--- config.mk ---
export PLATFORM = sky130hd
export DESIGN_NAME = usec_timebase
export DESIGN_NICKNAME = d
export VERILOG_FILES = /design/src/rtl/ubase_pkg.sv /design/src/rtl/ubase_prescale.sv /design/src/rtl/ubase_half.sv /design/src/rtl/ubase_match.sv /design/src/rtl/usec_timebase.sv
export SDC_FILE = /design/constraint.sdc
export NUM_CORES = 1
export LEC_CHECK = 0
export CAP_MARGIN = 20
export CORE_MARGIN = 2
export CORE_UTILIZATION = 30
export CTS_CLUSTER_SIZE = 24
export DETAILED_ROUTE_END_ITERATION = 7
export GPL_ROUTABILITY_DRIVEN = 0
export PLACE_DENSITY = 0.56
export SLEW_MARGIN = 20
export SYNTH_ARGS = -nofsm -noshare
export SYNTH_HDL_FRONTEND = slang
export SYNTH_SLANG_ARGS = --single-unit
--- constraint.sdc ---
create_clock -name clk -period 2.8 [get_ports clk]
set_clock_uncertainty 0.05 [all_clocks]
set_input_delay 0.42 -clock clk [delete_from_list [all_inputs] [get_ports clk]]
set_output_delay 0.42 -clock clk [all_outputs]
set_load 0.05 [all_outputs]
--- src/rtl/ubase_pkg.sv ---
`timescale 1ns/1ps
package ubase_pkg;
  typedef enum logic [2:0] {
    A_CTRL  = 3'd0,
    A_DIV   = 3'd1,
    A_TSLO  = 3'd2,
    A_TSHI  = 3'd3,
    A_DLHI  = 3'd4,
    A_DLLO  = 3'd5,
    A_STAT  = 3'd6,
    A_IEN   = 3'd7
  } reg_addr_e;

  localparam int ST_OVF    = 0;
  localparam int ST_HMATCH = 1;
  localparam int ST_LMATCH = 2;
  localparam int ST_W      = 3;
endpackage

--- src/rtl/ubase_prescale.sv ---
`timescale 1ns/1ps
module ubase_prescale #(
  parameter int W = 16
) (
  input  logic         clk,
  input  logic         rst,
  input  logic         run,
  input  logic         upd,
  input  logic [W-1:0] div_in,
  output logic         tick
);
  logic [W-1:0] phase;
  logic [W-1:0] div_act;

  assign tick = run && (phase == div_act);

  always_ff @(posedge clk) begin
    if (rst) begin
      phase   <= '0;
      div_act <= '0;
    end else if (upd) begin
      div_act <= div_in;
      phase   <= '0;
    end else if (run) begin
      phase <= tick ? '0 : phase + 1'b1;
    end
  end

  // after a tick with a nonzero divide and no update, the next cycle cannot tick
  a_r1_tick_gap: assert property (@(posedge clk) disable iff (rst)
    (tick && div_act != '0 && !upd) |=> !tick);
endmodule

--- src/rtl/ubase_half.sv ---
`timescale 1ns/1ps
module ubase_half #(
  parameter int W = 16
) (
  input  logic         clk,
  input  logic         rst,
  input  logic         inc,
  input  logic         ld,
  input  logic [W-1:0] ld_val,
  output logic [W-1:0] cnt,
  output logic [W-1:0] nxt,
  output logic         wrap
);
  assign nxt  = cnt + 1'b1;
  assign wrap = inc && (&cnt);

  always_ff @(posedge clk) begin
    if (rst)      cnt <= '0;
    else if (ld)  cnt <= ld_val;
    else if (inc) cnt <= nxt;
  end

  a_r3_wrap_zero: assert property (@(posedge clk) disable iff (rst)
    (inc && !ld && (&cnt)) |=> (cnt == '0));
endmodule

--- src/rtl/ubase_match.sv ---
`timescale 1ns/1ps
module ubase_match #(
  parameter int W = 16
) (
  input  logic         clk,
  input  logic         rst,
  input  logic         commit,
  input  logic [W-1:0] dl_hi,
  input  logic [W-1:0] dl_lo,
  input  logic [W-1:0] cnt_hi,
  input  logic [W-1:0] cnt_lo,
  input  logic         hi_inc,
  input  logic [W-1:0] hi_nxt,
  input  logic         lo_inc,
  input  logic [W-1:0] lo_nxt,
  output logic         arm_hi,
  output logic         arm_lo,
  output logic         hi_hit,
  output logic         lo_hit,
  output logic         clr_flags
);
  logic [W-1:0] cmp_hi;
  logic [W-1:0] cmp_lo;
  logic         later_epoch;
  logic         this_epoch;

  assign later_epoch = dl_hi > cnt_hi;
  assign this_epoch  = (dl_hi == cnt_hi) && (dl_lo > cnt_lo);
  assign clr_flags   = commit && (later_epoch || this_epoch);

  assign hi_hit = arm_hi && hi_inc && (hi_nxt == cmp_hi);
  assign lo_hit = (arm_lo && lo_inc && (lo_nxt == cmp_lo)) ||
                  (hi_hit && (cmp_lo == '0));

  always_ff @(posedge clk) begin
    if (rst) begin
      cmp_hi <= '0;
      cmp_lo <= '0;
      arm_hi <= 1'b0;
      arm_lo <= 1'b0;
    end else if (commit) begin
      cmp_hi <= dl_hi;
      cmp_lo <= dl_lo;
      arm_hi <= later_epoch;
      arm_lo <= this_epoch;
    end else if (hi_hit) begin
      arm_hi <= 1'b0;
      arm_lo <= (cmp_lo != '0);
    end else if (lo_hit) begin
      arm_lo <= 1'b0;
    end
  end

  // never both compares armed
  a_r5_single_arm: assert property (@(posedge clk) disable iff (rst)
    !(arm_hi && arm_lo));

  // an upper hit with a nonzero lower half hands over to the lower compare
  a_r7_handover: assert property (@(posedge clk) disable iff (rst)
    (hi_hit && !commit && cmp_lo != '0) |=> (arm_lo && !arm_hi));
endmodule

--- src/rtl/usec_timebase.sv ---
`timescale 1ns/1ps
module usec_timebase
  import ubase_pkg::*;
#(
  parameter int HALF_W = 16
) (
  input  logic              clk,
  input  logic              rst,
  input  logic              reg_wr,
  input  logic              reg_rd,
  input  logic [2:0]        reg_addr,
  input  logic [HALF_W-1:0] reg_wdata,
  output logic [HALF_W-1:0] reg_rdata,
  output logic              irq
);
  localparam int EN_W = 2;

  logic              run_lo, run_hi;
  logic [HALF_W-1:0] div_q;
  logic [HALF_W-1:0] shadow_hi;
  logic [HALF_W-1:0] dl_hi_q, dl_lo_q;
  logic [ST_W-1:0]   status, status_n;
  logic [EN_W-1:0]   ien;

  logic wr_ctrl, wr_div, wr_tslo, wr_tshi, wr_dlhi, wr_dllo, wr_stat, wr_ien;
  logic force_upd;
  logic lo_tick, lo_wrap, hi_inc, hi_wrap;
  logic [HALF_W-1:0] cnt_lo, cnt_hi, lo_nxt, hi_nxt;
  logic arm_hi, arm_lo, hi_hit, lo_hit, clr_flags;

  assign wr_ctrl   = reg_wr && (reg_addr == A_CTRL);
  assign wr_div    = reg_wr && (reg_addr == A_DIV);
  assign wr_tslo   = reg_wr && (reg_addr == A_TSLO);
  assign wr_tshi   = reg_wr && (reg_addr == A_TSHI);
  assign wr_dlhi   = reg_wr && (reg_addr == A_DLHI);
  assign wr_dllo   = reg_wr && (reg_addr == A_DLLO);
  assign wr_stat   = reg_wr && (reg_addr == A_STAT);
  assign wr_ien    = reg_wr && (reg_addr == A_IEN);
  assign force_upd = wr_ctrl && reg_wdata[2];

  ubase_prescale #(.W(HALF_W)) u_div (
    .clk    (clk),
    .rst    (rst),
    .run    (run_lo),
    .upd    (lo_wrap || force_upd),
    .div_in (div_q),
    .tick   (lo_tick)
  );

  ubase_half #(.W(HALF_W)) u_lo (
    .clk    (clk),
    .rst    (rst),
    .inc    (lo_tick),
    .ld     (wr_tslo && !run_lo),
    .ld_val (reg_wdata),
    .cnt    (cnt_lo),
    .nxt    (lo_nxt),
    .wrap   (lo_wrap)
  );

  assign hi_inc = lo_wrap && run_hi;

  ubase_half #(.W(HALF_W)) u_hi (
    .clk    (clk),
    .rst    (rst),
    .inc    (hi_inc),
    .ld     (wr_tshi && !run_hi),
    .ld_val (reg_wdata),
    .cnt    (cnt_hi),
    .nxt    (hi_nxt),
    .wrap   (hi_wrap)
  );

  ubase_match #(.W(HALF_W)) u_match (
    .clk       (clk),
    .rst       (rst),
    .commit    (wr_dllo),
    .dl_hi     (dl_hi_q),
    .dl_lo     (reg_wdata),
    .cnt_hi    (cnt_hi),
    .cnt_lo    (cnt_lo),
    .hi_inc    (hi_inc),
    .hi_nxt    (hi_nxt),
    .lo_inc    (lo_tick),
    .lo_nxt    (lo_nxt),
    .arm_hi    (arm_hi),
    .arm_lo    (arm_lo),
    .hi_hit    (hi_hit),
    .lo_hit    (lo_hit),
    .clr_flags (clr_flags)
  );

  // configuration registers
  always_ff @(posedge clk) begin
    if (rst) begin
      run_lo  <= 1'b0;
      run_hi  <= 1'b0;
      div_q   <= '0;
      dl_hi_q <= '0;
      dl_lo_q <= '0;
      ien     <= '0;
    end else begin
      if (wr_ctrl) begin
        run_lo <= reg_wdata[0];
        run_hi <= reg_wdata[1];
      end
      if (wr_div)  div_q   <= reg_wdata;
      if (wr_dlhi) dl_hi_q <= reg_wdata;
      if (wr_dllo) dl_lo_q <= reg_wdata;
      if (wr_ien)  ien     <= reg_wdata[EN_W-1:0];
    end
  end

  // status: software clear, arming clear, then hardware set
  always_comb begin
    status_n = status;
    if (wr_stat)   status_n = status_n & reg_wdata[ST_W-1:0];
    if (clr_flags) begin
      status_n[ST_HMATCH] = 1'b0;
      status_n[ST_LMATCH] = 1'b0;
    end
    if (hi_wrap) status_n[ST_OVF]    = 1'b1;
    if (hi_hit)  status_n[ST_HMATCH] = 1'b1;
    if (lo_hit)  status_n[ST_LMATCH] = 1'b1;
  end

  always_ff @(posedge clk) begin
    if (rst) begin
      status <= '0;
      irq    <= 1'b0;
    end else begin
      status <= status_n;
      irq    <= (status[ST_OVF] && ien[0]) || (status[ST_LMATCH] && ien[1]);
    end
  end

  // read port with coherent upper half
  always_ff @(posedge clk) begin
    if (rst) begin
      reg_rdata <= '0;
      shadow_hi <= '0;
    end else if (reg_rd) begin
      unique case (reg_addr)
        A_CTRL: reg_rdata <= HALF_W'({run_hi, run_lo});
        A_DIV:  reg_rdata <= div_q;
        A_TSLO: begin
          reg_rdata <= cnt_lo;
          shadow_hi <= cnt_hi;
        end
        A_TSHI: reg_rdata <= shadow_hi;
        A_DLHI: reg_rdata <= dl_hi_q;
        A_DLLO: reg_rdata <= dl_lo_q;
        A_STAT: reg_rdata <= HALF_W'(status);
        A_IEN:  reg_rdata <= HALF_W'({arm_lo, arm_hi, ien});
        default: reg_rdata <= '0;
      endcase
    end
  end

  a_r10_shadow_latch: assert property (@(posedge clk) disable iff (rst)
    (reg_rd && reg_addr == A_TSLO) |=> (shadow_hi == $past(cnt_hi)));

  a_r11_hold_running: assert property (@(posedge clk) disable iff (rst)
    (run_hi && !hi_inc) |=> $stable(cnt_hi));

  a_r12_w0c: assert property (@(posedge clk) disable iff (rst)
    (wr_stat && !reg_wdata[ST_OVF] && !hi_wrap) |=> !status[ST_OVF]);

  a_r4_ovf_flag: assert property (@(posedge clk) disable iff (rst)
    hi_wrap |=> status[ST_OVF]);
endmodule

After elaboration in Yosys (flattened, before gate mapping) --
Cells that the tools add are included.
Word-level totals: register bits after elaboration 170, output and inout port bits 17
Operators by class: add/sub/neg operators 3, $lt $le $gt $ge 2, eq/ne operators 11, mux-type cells 16, bitwise operators 1, reduce and logical (&&, ||, !) cells 44
Operator list (count):
- $pmux W16 S8 | 1
- $mux W16 | 5
- $eq A16 B16 Y1 | 4
- $add A16 B1 Y16 const B | 3
- $gt A16 B16 Y1 | 2
- $reduce_and A16 Y1 | 2
- $logic_and A1 B1 Y1 | 24
- $logic_not A16 Y1 | 1
- $reduce_bool A16 Y1 | 1
- $eq A3 B3 Y1 const B | 4
- $reduce_bool A3 Y1 | 3
- $mux W1 | 8
- $reduce_bool A2 Y1 | 4
- $eq A3 B2 Y1 const B | 2
- $logic_or A1 B1 Y1 | 4
- $and A3 B3 Y3 | 1
- $eq A3 B1 Y1 const B | 1
- $logic_not A3 Y1 | 1
- $mux W3 | 1
- $logic_not A1 Y1 | 2
- $mux W2 | 1
- $reduce_and A2 Y1 | 1
- $reduce_or A2 Y1 | 1

Logic depth before layout (Yosys ltp) --
Gate-level depths: netlist of run 1.
word-level depth 11, mapped depth 11, mapped depth without buffers 10

Modules after synthesis --
A second synthesis of run 1 with hierarchy kept.
Unflattened totals: cells, all modules 1222, area, all modules 10341.2 µm²
By module, submodules not included:
- usec_timebase | times used 1, cells an instance 482, area each 3921.3 µm², seq. area each 1761.7 µm²
- ubase_half | times used 2, cells an instance 149, area each 1224.9 µm², seq. area each 320.3 µm²
- ubase_match | times used 1, cells an instance 280, area each 2439.8 µm², seq. area each 680.7 µm²
- ubase_prescale | times used 1, cells an instance 162, area each 1530.2 µm², seq. area each 640.6 µm²

Worst setup path after synthesis of run 1 --
Ideal clock, no wire load.
path kind register -> register, from reg u_hi.cnt[1], to reg status[2], library setup time 74 ps, arrival 2514 ps, data required time 2676 ps, setup slack 162 ps, cell stages (with the launch flop) 11, cell sequence dfxtp_1 ha_1 nand3_1 or3_1 buf_6 or3_1 a221o_1 nor3_2 nand2_2 or2_1 a31oi_1
Between the ends: cells in the longest elaborated chain, start to end 6, elaborated cells between the ends (all ways) 13, those cells by class add/sub (1); order compare (1); eq/ne (2); mux (2); reduce/logical (7)
Ends and longest elaborated chain:
- from (decl) | RTL line ubase_half.sv:10 | output logic [W-1:0] cnt,
- from (signal assigned) | RTL line ubase_half.sv:19 | else if (ld) cnt <= ld_val;
- from (signal assigned) | RTL line ubase_half.sv:20 | else if (inc) cnt <= nxt;
- $add A16 B1 Y16 / $eq A16 B16 Y1 (equally long branches) | RTL line ubase_half.sv:14, ubase_match.sv:28
- $eq A16 B16 Y1 / $logic_and A1 B1 Y1 (equally long branches) | RTL line ubase_match.sv:31, ubase_match.sv:28
- $logic_and A1 B1 Y1 / $logic_or A1 B1 Y1 (equally long branches) | RTL line ubase_match.sv:31, ubase_match.sv:29
- $logic_and A1 B1 Y1 (on tied branches) | RTL line ubase_match.sv:33, ubase_match.sv:29
- $logic_or A1 B1 Y1 / $mux W2 (equally long branches) | RTL line ubase_match.sv:32, usec_timebase.sv:118
- $reduce_bool A3 Y1 (no source line) / $mux W1 (equally long branches)
- to (signal assigned) | RTL line usec_timebase.sv:132 | status <= status_n;
- to (decl) | RTL line usec_timebase.sv:22 | logic [ST_W-1:0] status, status_n;
Several ways; a longest one is shown, not always the timed one. A chain may end at the register's enable or synchronous reset.

Final worst setup path of run 1 --
from reg u_lo.cnt[0], to reg u_match.arm_lo
Between the ends: cells in the longest elaborated chain, start to end 8, elaborated cells between the ends (all ways) 15, those cells by class add/sub (1); order compare (1); eq/ne (1); mux (2); reduce/logical (10)
Ends and longest elaborated chain:
- from (decl) | RTL line ubase_half.sv:10
- from (signal assigned) | RTL line ubase_half.sv:19
- from (signal assigned) | RTL line ubase_half.sv:20
- branches (longest 8 deep; another with $add A16 B1 Y16)
- to (signal assigned) | RTL line ubase_match.sv:45 | arm_lo <= this_epoch;
- to (signal assigned) | RTL line ubase_match.sv:48 | arm_lo <= (cmp_lo != '0);
- to (decl) | RTL line ubase_match.sv:17 | output logic arm_lo,
Parallel ways; which one is timed is not known.

==> results of run 1 <==
per-layer routing:
| layer | GRT usage | part of all wire |
|---|---|---|
| met1 | 0.260 | 0.46 |
| met2 | 0.319 | 0.47 |
| met3 | 0.0253 | 0.052 |
| met4 | 0.0510 | 0.018 |
| met5 | 0 | 0 |
critical path, stage by stage, from the launching register on:
cell and delay, ps:
dfxtp_1 400, ha_1 200, buf_4 150, nand3_1 160
nand2_1 100, nand3_1 80, or4_1 600, nor4_2 350
o2111ai_2 240, nand3_1 140, a211oi_1 70
power by group:
part / total (mW) / switching, mW / internal (mW)
combinational: 0.539 / 0.333 / 0.206
sequential: 2.49 / 0.0402 / 2.45
clock: 2.50 / 1.10 / 1.39
total: 5.53 / 1.48 / 4.05
final cells by class:
| type | instances | share of cell area |
|---|---|---|
| multi-input combinational | 904 | 0.487 |
| sequential | 170 | 0.303 |
| timing repair buffer | 131 | 0.0988 |
| tap | 396 | 0.0441 |
| clock buffer | 19 | 0.0403 |
| clock inverter | 13 | 0.0141 |
| inverter | 39 | 0.0130 |
cells by family after synthesis:
family | after synthesis
mux | 50
compound gates | 264
buf+inv | 125
flops | 170
xor+xnor | 84
simple gates | 471
fa+ha+maj | 35
state kept, by name (all words and copies together), names as in the netlist, 2 cells and up:
name and count:
ien 2, u_div.div_act 16, u_div.phase 16, status 3, div_q 16, shadow_hi 16
dl_hi_q 16, u_match.cmp_hi 16, reg_rdata 16, u_match.cmp_lo 16, u_hi.cnt 16, u_lo.cnt 16
worst paths after layout:
kind                                   from                     endpoint  slack, ps  depth (start not counted)
hold / removal    shadow_hi[3]$_SDFFE_PP0P_    shadow_hi[3]$_SDFFE_PP0P_        410                          2
hold reg to reg   shadow_hi[3]$_SDFFE_PP0P_    shadow_hi[3]$_SDFFE_PP0P_        410                          2
setup / recovery   u_lo.cnt[0]$_SDFFE_PP0P_  u_match.arm_lo$_SDFFE_PP0P_        130                         10
setup reg to reg   u_lo.cnt[0]$_SDFFE_PP0P_  u_match.arm_lo$_SDFFE_PP0P_        130                         10
metrics by stage:
| step | TNS, ps | cell area, µm² | utilization | instances |
|---|---|---|---|---|
| after floorplan | 0 | 9340 | - | 1199 |
| after detailed placement | 0 | 10600 | 0.347 | 1639 |
| after global placement | 0 | 10600 | 0.347 | 1639 |
| after global routing | -11.3 | 11200 | 0.368 | 1672 |
| after CTS | 0 | 11200 | 0.367 | 1671 |
| final | 0 | 11200 | 0.368 | 1672 |
synthesized netlist by cell type, types with 8 or more instances:
master,count,area [µm²]
nand2_1,200,751
dfxtp_1,170,3400
a21oi_1,144,721
nor2_1,104,390
clkbuf_1,64,240
xnor2_1,59,517
inv_1,39,146
ha_1,35,438
mux2i_1,35,350
o21ai_0,35,175
nand3_1,31,155
nor3_1,26,130
xor2_1,25,219
nor2b_1,23,144
nand4_1,22,138
nor4_1,15,93.8
a22oi_1,14,105
a211oi_1,13,97.6
mux2_2,12,135
o22ai_1,12,75.1
or3_1,12,75.1
buf_2,11,55.1
a31oi_1,10,62.6
and3_1,8,50.1
cells in the final DEF, fill, tap and decap left out, types with 13 or more instances in the layout:
cell type,n
a211oi_1,13
a21oi_1,144
a22oi_1,14
buf_4,90
clkbuf_16,17
clkdlybuf4s50_1,37
dfxtp_1,170
ha_1,35
inv_1,39
mux2i_1,35
nand2_1,200
nand3_1,31
nand4_1,22
nor2_1,104
nor2b_1,23
nor3_1,26
nor4_1,14
o21ai_0,35
xnor2_1,59
xor2_1,25
repair_timing:
| item | 4_1_cts | 5_1_grt |
|---|---|---|
| endpoints found under the setup margin | 0 | 13 |
| gates resized for setup | 0 | 4 |
| setup buffers | 0 | 1 |
==> results by group, run 1 <==
Power
  – Pwr per Cell Area: 492 mW/mm²
  – Peak VDD IR: 299 µV
  – Leak: 3.94 nW
  – Power, Total: 5.53 mW

Worst hold path
  – HP Class: reg -> reg

Run
  – Max-cap violation count: 0

STA
  – # setup viols final: 0
  – Slew Viols, Final: 0
  – Crit share post-route: 0.952
  – Min Clock Period, post-route: 2670 ps
  – Fmax: 375 MHz
  – Slew headroom: 0.407
  – Final WS setup: 134 ps
  – Worst-margin pin slew: 888 ps
  – Fin. Hold Viols: 0
  – Hold slack: 407 ps

Clock network
  – Hold-fix buffers, CTS: 0
  – Clock Tree Buf Depth: 2
  – Clock Sinks: 170
  – TritonCTS clock tree: built
  – Clk slew on worst S/H paths: 70 ps
  – H-tree levels: 4
  – Clock latency at the later pin of the worst-skew pair: 440 ps
  – Root Driver: clkbuf_16
  – CTS Buf Count: 17

Drt
  – Post-route ant nets: 0
  – Starting DRT DRC Count: 704
  – DRT Pass-1 Iters: 5
  – Post-DR vias/cell: 5.26
  – Routed WL per cell: 18.7 µm
  – WL final: 31200 µm
  – DRC viols: 0
  – Total number of vias: 8791

Floorplan
  – FP Rows: 64
  – Chip width: 180 µm
  – Die Span Y: 180 µm
  – I/O Pins: 40
  – Die footprint: 0.0326 mm²
  – Initial core utilization: 0.305
  – Core ar.: 0.0306 mm²

Critical path
  – Worst-path fanout max: 4
  – Worst EP required: 3060 ps
  – Critical Path End Type: flop
  – Crit path arrival time: 2930 ps
  – Nature of the critical path startpoint: flop
  – Setup Crit Path Kind: reg -> reg

Global route
  – Initial antenna violation count: 0
  – GRT Residual Overflow: 0
  – GRT Total Usage: 0.192
  – First-pass GRT wire length: 48700 µm
  – Pin count of the biggest net entering global routing: 59
  – Vias in the first global route: 8256

Placed design
  – Number of port buffers: 39
  – DP HPWL: 23300 µm
  – Pre-CTS setup slack: 56.5 ps

Run status
  – Status: finished, final reports clean

Layout
  – Area taken by multi-input logic gates: 0.00548 mm²
  – Antenna fix cells: 0
  – Layout net count: 1321
  – Area Overhead vs Synth: 20.4%
  – Fill cells: 3204
  – Share of cells above drive strength 1: 0.119
  – Register area: 0.00340 mm²

Synthesis
  – Synth Instances: 1199
  – Area fraction in compound gates after synthesis: 0.164
  – Largest family of logic cells by synthesized area: simple AND/OR/NAND/NOR gates
  – Top FF cell, synth: dfxtp_1
  – Mux cell area share after synthesis: 0.0592
  – Synth Area in XOR/XNOR: 0.0788
  – Post-synthesis simple-gate area fraction: 0.233
  – Mean post-synth cell area: 7.79 µm²
  – Unique masters post-synth: 56
  – Synthesized Nets: 1257
  – YS warnings: 0
  – Mapped Area: 0.00934 mm²
  – Post-Synth Adder-Cell Area: 0.0469
  – Post-synth EDFFs: 0
  – Yosys reg bits: 170
  – Asr flop ratio synth: 0
  – Sequential share of the synthesized area: 0.364
Power figures use the tool's default switching activity.
==> run 2, diff against run 1 <==
--- a/config.mk
+++ b/config.mk
@@ -7,11 +7,12 @@
 export LEC_CHECK = 0
 export CAP_MARGIN = 20
 export CORE_MARGIN = 2
-export CORE_UTILIZATION = 30
+export CORE_UTILIZATION = 55
 export CTS_CLUSTER_SIZE = 24
 export DETAILED_ROUTE_END_ITERATION = 7
 export GPL_ROUTABILITY_DRIVEN = 0
-export PLACE_DENSITY = 0.56
+export PLACE_DENSITY = 0.85
+export REMOVE_ABC_BUFFERS = 1
 export SLEW_MARGIN = 20
 export SYNTH_ARGS = -nofsm -noshare
 export SYNTH_HDL_FRONTEND = slang
==> results by group, run 2 (same netlist as run 1, synthesis figures left out) <==
Worst hold path
  – Hold Startpoint: rst (was shadow_hi[3]$_SDFFE_PP0P_)
  – HP Class: in -> reg (was reg -> reg)

Floorplan
  – Initial core utilization: 0.563 (was 0.305)
  – Core ar.: 0.0166 mm² (was 0.0306 mm²)
  – Die footprint: 0.0180 mm² (was 0.0326 mm²)
  – FP Rows: 47 (was 64)
  – I/O Pins: 40 (unchanged)
  – Die Span Y: 134 µm (was 180 µm)
  – Chip width: 134 µm (was 180 µm)

Drt
  – Post-route ant nets: 0 (unchanged)
  – WL met2: 13200 µm (was 14800 µm)
  – Total number of vias: 9308 (was 8791)
  – Routed WL per cell: 19.2 µm (was 18.7 µm)
  – DRC viols: 0 (unchanged)
  – Post-DR vias/cell: 6.25 (was 5.26)
  – M1 wire length: 11100 µm (was 14200 µm)
  – Met3 wire len: 2770 µm (was 1620 µm)
  – Starting DRT DRC Count: 1066 (was 704)
  – DR top layer: met4 (unchanged)
  – WL final: 28600 µm (was 31200 µm)
  – DRT Pass-1 Iters: 7 (was 5)

STA
  – Final WS setup: 51.8 ps (was 134 ps)
  – # setup viols final: 0 (unchanged)
  – Min Clock Period, post-route: 2750 ps (was 2670 ps)
  – RSZ-0062 raised after global routing: false
  – Slew headroom: 0.568 (was 0.407)
  – Fmax: 364 MHz (was 375 MHz)
  – Worst-margin pin slew: 648 ps (was 888 ps)
  – Fin. Hold Viols: 0 (unchanged)
  – Slew Viols, Final: 0 (unchanged)
  – Crit share post-route: 0.981 (was 0.952)

Critical path
  – Worst EP required: 3070 ps (was 3060 ps)
  – Sequence of cells on the critical path: xnor2_1 > nand4_1 > nor3_1 > nand4_1 > buf_4 > or3_1 > a311oi_1 (was ha_1 > buf_4 > nand3_1 > nand2_1 > nand3_1 > or4_1 > nor4_2 > o2111ai_2 > nand3_1 > a211oi_1)
  – Critical path origin: u_div.phase[12]$_SDFFE_PP0P_ (was u_lo.cnt[0]$_SDFFE_PP0P_)
  – CP max stage delay: 400 ps (was 600 ps)
  – R2R Path Start: u_div.phase[12]$_SDFFE_PP0P_ (was u_lo.cnt[0]$_SDFFE_PP0P_)
  – Crit path arrival time: 3010 ps (was 2930 ps)
  – Cell mode on critical path: nand4_1 (was nand3_1)
  – Critical Path End Type: flop (unchanged)
  – Top Family by Delay on Critical Path: simple AND/OR/NAND/NOR gates (unchanged)
  – Setup Crit Path Kind: reg -> reg (unchanged)
  – Critical path buffers and inverters: 1 (unchanged)
  – Worst-path fanout max: 9 (was 4)
  – Nature of the critical path startpoint: flop (unchanged)
  – Critical-path top delay cell: nand4_1 (was or4_1)

Clock network
  – Clock Tree Buf Depth: 2 (unchanged)
  – Hold-fix buffers, CTS: 0 (unchanged)
  – Clock Sinks: 170 (unchanged)
  – Root Driver: clkbuf_16 (unchanged)
  – Clk slew on worst S/H paths: 70 ps (about the same)
  – CTS Buf Count: 17 (unchanged)
  – TritonCTS clock tree: built (unchanged)
  – H-tree levels: 4 (unchanged)
  – Clock latency at the later pin of the worst-skew pair: 440 ps (about the same)

Global route
  – GRT Total Usage: 0.318 (was 0.192)
  – Pin count of the biggest net entering global routing: 73 (was 59)
  – Initial antenna violation count: 0 (unchanged)
  – GRT Residual Overflow: 0 (unchanged)
  – First-pass GRT wire length: 45000 µm (was 48700 µm)
  – Vias in the first global route: 8623 (was 8256)

Layout
  – Commonest non-fill, non-tap cell in the layout: nand2_1 (unchanged)
  – Share of cells above drive strength 1: 0.116 (was 0.119)
  – Finished Core Util: 0.662 (was 0.368)
  – Layout net count: 1315 (was 1321)
  – Antenna fix cells: 0 (unchanged)
  – Most frequent cells in the layout: nand2_1, dfxtp_1, a21oi_1 (unchanged)
  – Non-filler cells, final: 1490 (was 1672)
  – Area Overhead vs Synth: 17.5% (was 20.4%)

Placed design
  – Pre-CTS setup slack: 83.6 ps (was 56.5 ps)
  – Number of port buffers: 39 (unchanged)
  – DP HPWL: 20800 µm (was 23300 µm)
  – Placed cell count: 1458 (was 1639)

Power
  – Leak: 3.91 nW (was 3.94 nW)
  – Peak VDD IR: 460 µV (was 299 µV)
  – Pwr per Cell Area: 505 mW/mm² (was 492 mW/mm²)

Run status
  – Status: finished, final reports clean (unchanged)

Run
  – Max-cap violation count: 0 (unchanged)
## run 2: power by group
part | switching (mW) | internal, mW
Clock | 1.01 | 1.51
Sequential | 0.0404 | 2.45
Combinational | 0.331 | 0.206
Total | 1.38 | 4.16
## run 2: final cells by class
class,count,area (µm²)
Multi-Input combinational cell,904,5480
Timing Repair Buffer,125,1040
Tap cell,220,275
Sequential cell,170,3400
Clock buffer,23,488
Clock inverter,9,135
Inverter,39,146
Fill cell,1326,5610
## run 2: routing by layer
layer,global-route usage,vias to the layer above
met5,0,-
met4,0.170,0
met2,0.512,540
met3,0.0616,112
met1,0.402,4376
li1,-,4280
## run 2: repair_timing
item,4_1_cts,5_1_grt
pin swaps,0,1
setup endpoints to repair,1,14
setup buffers,0,0
gates resized for setup,1,6
## run 2: worst paths after layout
check	end	slack, ps	cells after the start
setup / recovery	u_hi.cnt[4]$_SDFFE_PP0P_	50	7
hold / removal	reg_rdata[4]$_SDFFE_PP0P_	390	2
setup reg to reg	u_hi.cnt[4]$_SDFFE_PP0P_	50	7
hold reg to reg	shadow_hi[5]$_SDFFE_PP0P_	410	2
## run 2: worst register-to-register path: stages, from the launching register on
cell and delay, ps:
dfxtp_1 340, xnor2_1 330, nand4_1 150, nor3_1 370
nand4_1 400, buf_4 310, or3_1 360, a311oi_1 330
## run 2: through the flow
stage                     hold WS (ps)  power, mW  instance area [µm²]  setup TNS [ps]
after global routing               396       5.68                11000               0
after detailed placement           399       3.06                10300               0
final                              388       5.55                11000               0
after floorplan                    377       2.77                 8980          -60160
after global placement             392       3.04                10300               0
after CTS                          376       5.52                10900               0
==> run 3, diff against run 2 <==
--- a/config.mk
+++ b/config.mk
@@ -6,7 +6,6 @@
 export NUM_CORES = 1
 export LEC_CHECK = 0
 export CAP_MARGIN = 20
-export CORE_MARGIN = 2
 export CORE_UTILIZATION = 55
 export CTS_CLUSTER_SIZE = 24
 export DETAILED_ROUTE_END_ITERATION = 7
==> results by group, run 3 (same netlist as run 1, synthesis figures left out) <==
Global route
  – GRT Total Usage: 0.336 (was 0.318)
  – GRT Residual Overflow: 0 (unchanged)
  – Pin count of the biggest net entering global routing: 40 (was 73)
  – Vias in the first global route: 8720 (was 8623)
  – Initial antenna violation count: 0 (unchanged)
  – First-pass GRT wire length: 45700 µm (was 45000 µm)

Power
  – Net Switching: 1.39 mW (was 1.38 mW)
  – Internal: 4.20 mW (was 4.16 mW)
  – Power share of the clock group: 0.458 (was 0.454)
  – Sw frac: 0.249 (about the same)
  – Combinational Power Share: 0.097 (about the same)
  – Seq pwr share: 0.446 (was 0.450)
  – Pwr per Cell Area: 510 mW/mm² (was 505 mW/mm²)
  – Leak: 3.91 nW (about the same)
  – Peak VDD IR: 475 µV (was 460 µV)

Worst hold path
  – Hold Startpoint: rst (unchanged)
  – Hold endpoint: u_div.div_act[12]$_SDFFE_PP0P_ (was reg_rdata[4]$_SDFFE_PP0P_)
  – HP Class: in -> reg (unchanged)
  – Hold depth: 2 (unchanged)

Placed design
  – Pre-CTS setup slack: 37.0 ps (was 83.6 ps)
  – Placed cell count: 1459 (was 1458)
  – DP HPWL: 20900 µm (was 20800 µm)
  – Number of port buffers: 39 (unchanged)

Drt
  – Starting DRT DRC Count: 1103 (was 1066)
  – WL final: 28800 µm (was 28600 µm)
  – Post-route ant nets: 0 (unchanged)
  – DRC viols: 0 (unchanged)
  – Routed WL per cell: 19.3 µm (was 19.2 µm)
  – Post-DR vias/cell: 6.23 (was 6.25)
  – Total number of vias: 9285 (was 9308)
  – DRT Pass-1 Iters: 7 (unchanged)

STA
  – Final setup TNS: 0 ps (unchanged)
  – Min Clock Period, post-route: 2730 ps (was 2750 ps)
  – # setup viols final: 0 (unchanged)
  – Fin. Hold Viols: 0 (unchanged)
  – Crit share post-route: 0.976 (was 0.981)
  – Fmax: 366 MHz (was 364 MHz)
  – Slew Viols, Final: 0 (unchanged)
  – Final WS setup: 68.0 ps (was 51.8 ps)
  – Slew headroom: 0.567 (was 0.568)
  – Worst-margin pin slew: 640 ps (was 648 ps)
  – Hold slack: 318 ps (was 388 ps)

Critical path
  – Setup Crit Path Kind: reg -> reg (unchanged)
  – R2R Path Start: u_div.phase[13]$_SDFFE_PP0P_ (was u_div.phase[12]$_SDFFE_PP0P_)
  – Critical Path End Type: flop (unchanged)
  – R2R Path End: u_hi.cnt[3]$_SDFFE_PP0P_ (was u_hi.cnt[4]$_SDFFE_PP0P_)
  – Worst EP required: 3090 ps (was 3070 ps)
  – Crit path arrival time: 3030 ps (was 3010 ps)
  – Worst Reg-to-Reg Cells: 6 (was 7)
  – Worst-path fanout max: 10 (was 9)
  – Worst reg-to-reg setup slack: 70 ps (was 50 ps)
  – Nature of the critical path startpoint: flop (unchanged)

Floorplan
  – I/O Pins: 40 (unchanged)
  – Initial core utilization: 0.563 (unchanged)
  – Chip width: 132 µm (was 134 µm)
  – Die footprint: 0.0175 mm² (was 0.0180 mm²)
  – FP Rows: 47 (unchanged)
  – Die Span Y: 132 µm (was 134 µm)
  – Core ar.: 0.0166 mm² (unchanged)

Clock network
  – Clk slew on worst S/H paths: 70 ps (about the same)
  – Clock latency at the later pin of the worst-skew pair: 440 ps (about the same)
  – Hold-fix buffers, CTS: 0 (unchanged)
  – H-tree levels: 4 (unchanged)
  – TritonCTS clock tree: built (unchanged)
  – Root Driver: clkbuf_16 (unchanged)
  – Clock Tree Buf Depth: 2 (unchanged)
  – Clock Sinks: 170 (unchanged)
  – CTS Buf Count: 17 (unchanged)

Layout
  – Area Overhead vs Synth: 17.4% (was 17.5%)
  – Layout net count: 1316 (was 1315)
  – Finished Core Util: 0.661 (was 0.662)
  – Most frequent cells in the layout: nand2_1, dfxtp_1, a21oi_1 (unchanged)
  – Share of cells above drive strength 1: 0.113 (was 0.116)
  – Non-filler cells, final: 1490 (unchanged)
  – Commonest non-fill, non-tap cell in the layout: nand2_1 (unchanged)
  – Antenna fix cells: 0 (unchanged)

Run status
  – Status: finished, final reports clean (unchanged)

Run
  – Max-cap violation count: 0 (unchanged)
## run 3: changes by cell type in the layout (fill, tap and decap cells not counted), sizes merged
cell / change
buf: +1
bufinv: +1
clkbuf: -2
clkinv: +1
clkinvlp: +1
inv: -2
## run 3: power by group through the flow
stage          Sequential (mW)  Combinational, mW  Clock, mW
6_report                  2.49              0.540       2.56
4_1_cts                   2.49              0.522       2.56
3_5_place_dp              2.54              0.515          0
2_1_floorplan             2.55              0.220          0
5_1_grt                   2.49              0.574       2.66
3_3_place_gp              2.54              0.502          0
## run 3: critical path: stages (launching register included)
cell and delay (ps):
dfxtp_1 350, xnor2_1 260, nor4bb_1 630, nand4_1 410, buf_4 310, or3_1 320
a311oi_1 290
## run 3: worst max path at each step
stage	cells past startpoint	from	slack, ps	to
detailed placement	10	reg_wdata[1]	40	status[2]$_SDFFE_PP0P_
floorplan	8	u_div.phase[11]$_SDFFE_PP0P_	-1770	u_div.phase[10]$_SDFFE_PP0P_
global route	9	u_div.phase[11]$_SDFFE_PP0P_	-9	u_match.arm_lo$_SDFFE_PP0P_
CTS	8	u_lo.cnt[5]$_SDFFE_PP0P_	110	u_match.arm_lo$_SDFFE_PP0P_
finish	6	u_div.phase[13]$_SDFFE_PP0P_	70	u_hi.cnt[3]$_SDFFE_PP0P_
global placement	10	reg_wdata[1]	100	status[2]$_SDFFE_PP0P_
## run 3: stage by stage
step | total power [mW] | cell area (µm²)
6_report | 5.59 | 11000
5_1_grt | 5.72 | 11000
4_1_cts | 5.57 | 11000
3_5_place_dp | 3.06 | 10300
3_3_place_gp | 3.04 | 10300
2_1_floorplan | 2.77 | 8980
## run 3: per-layer routing
layer  global-route usage  up-vias  share of wire
met5                    0        -              0
met4                0.187        0          0.052
met3               0.0834      135           0.11
met2                0.541      561           0.46
met1                0.412     4306           0.38
li1                     -     4283              -
## run 3: layout make-up
type / count / area [µm²]
Tap cell: 220 / 275
Inverter: 39 / 146
Multi-Input combinational cell: 904 / 5460
Fill cell: 1365 / 5620
Clock buffer: 21 / 460
Clock inverter: 10 / 168
Sequential cell: 170 / 3400
Timing Repair Buffer: 126 / 1050
## run 3: repair_timing
action / 4_1_cts / 5_1_grt
resized for setup: 0 / 2
buffers inserted: 0 / 0
endpoints found under the setup margin: 0 / 8
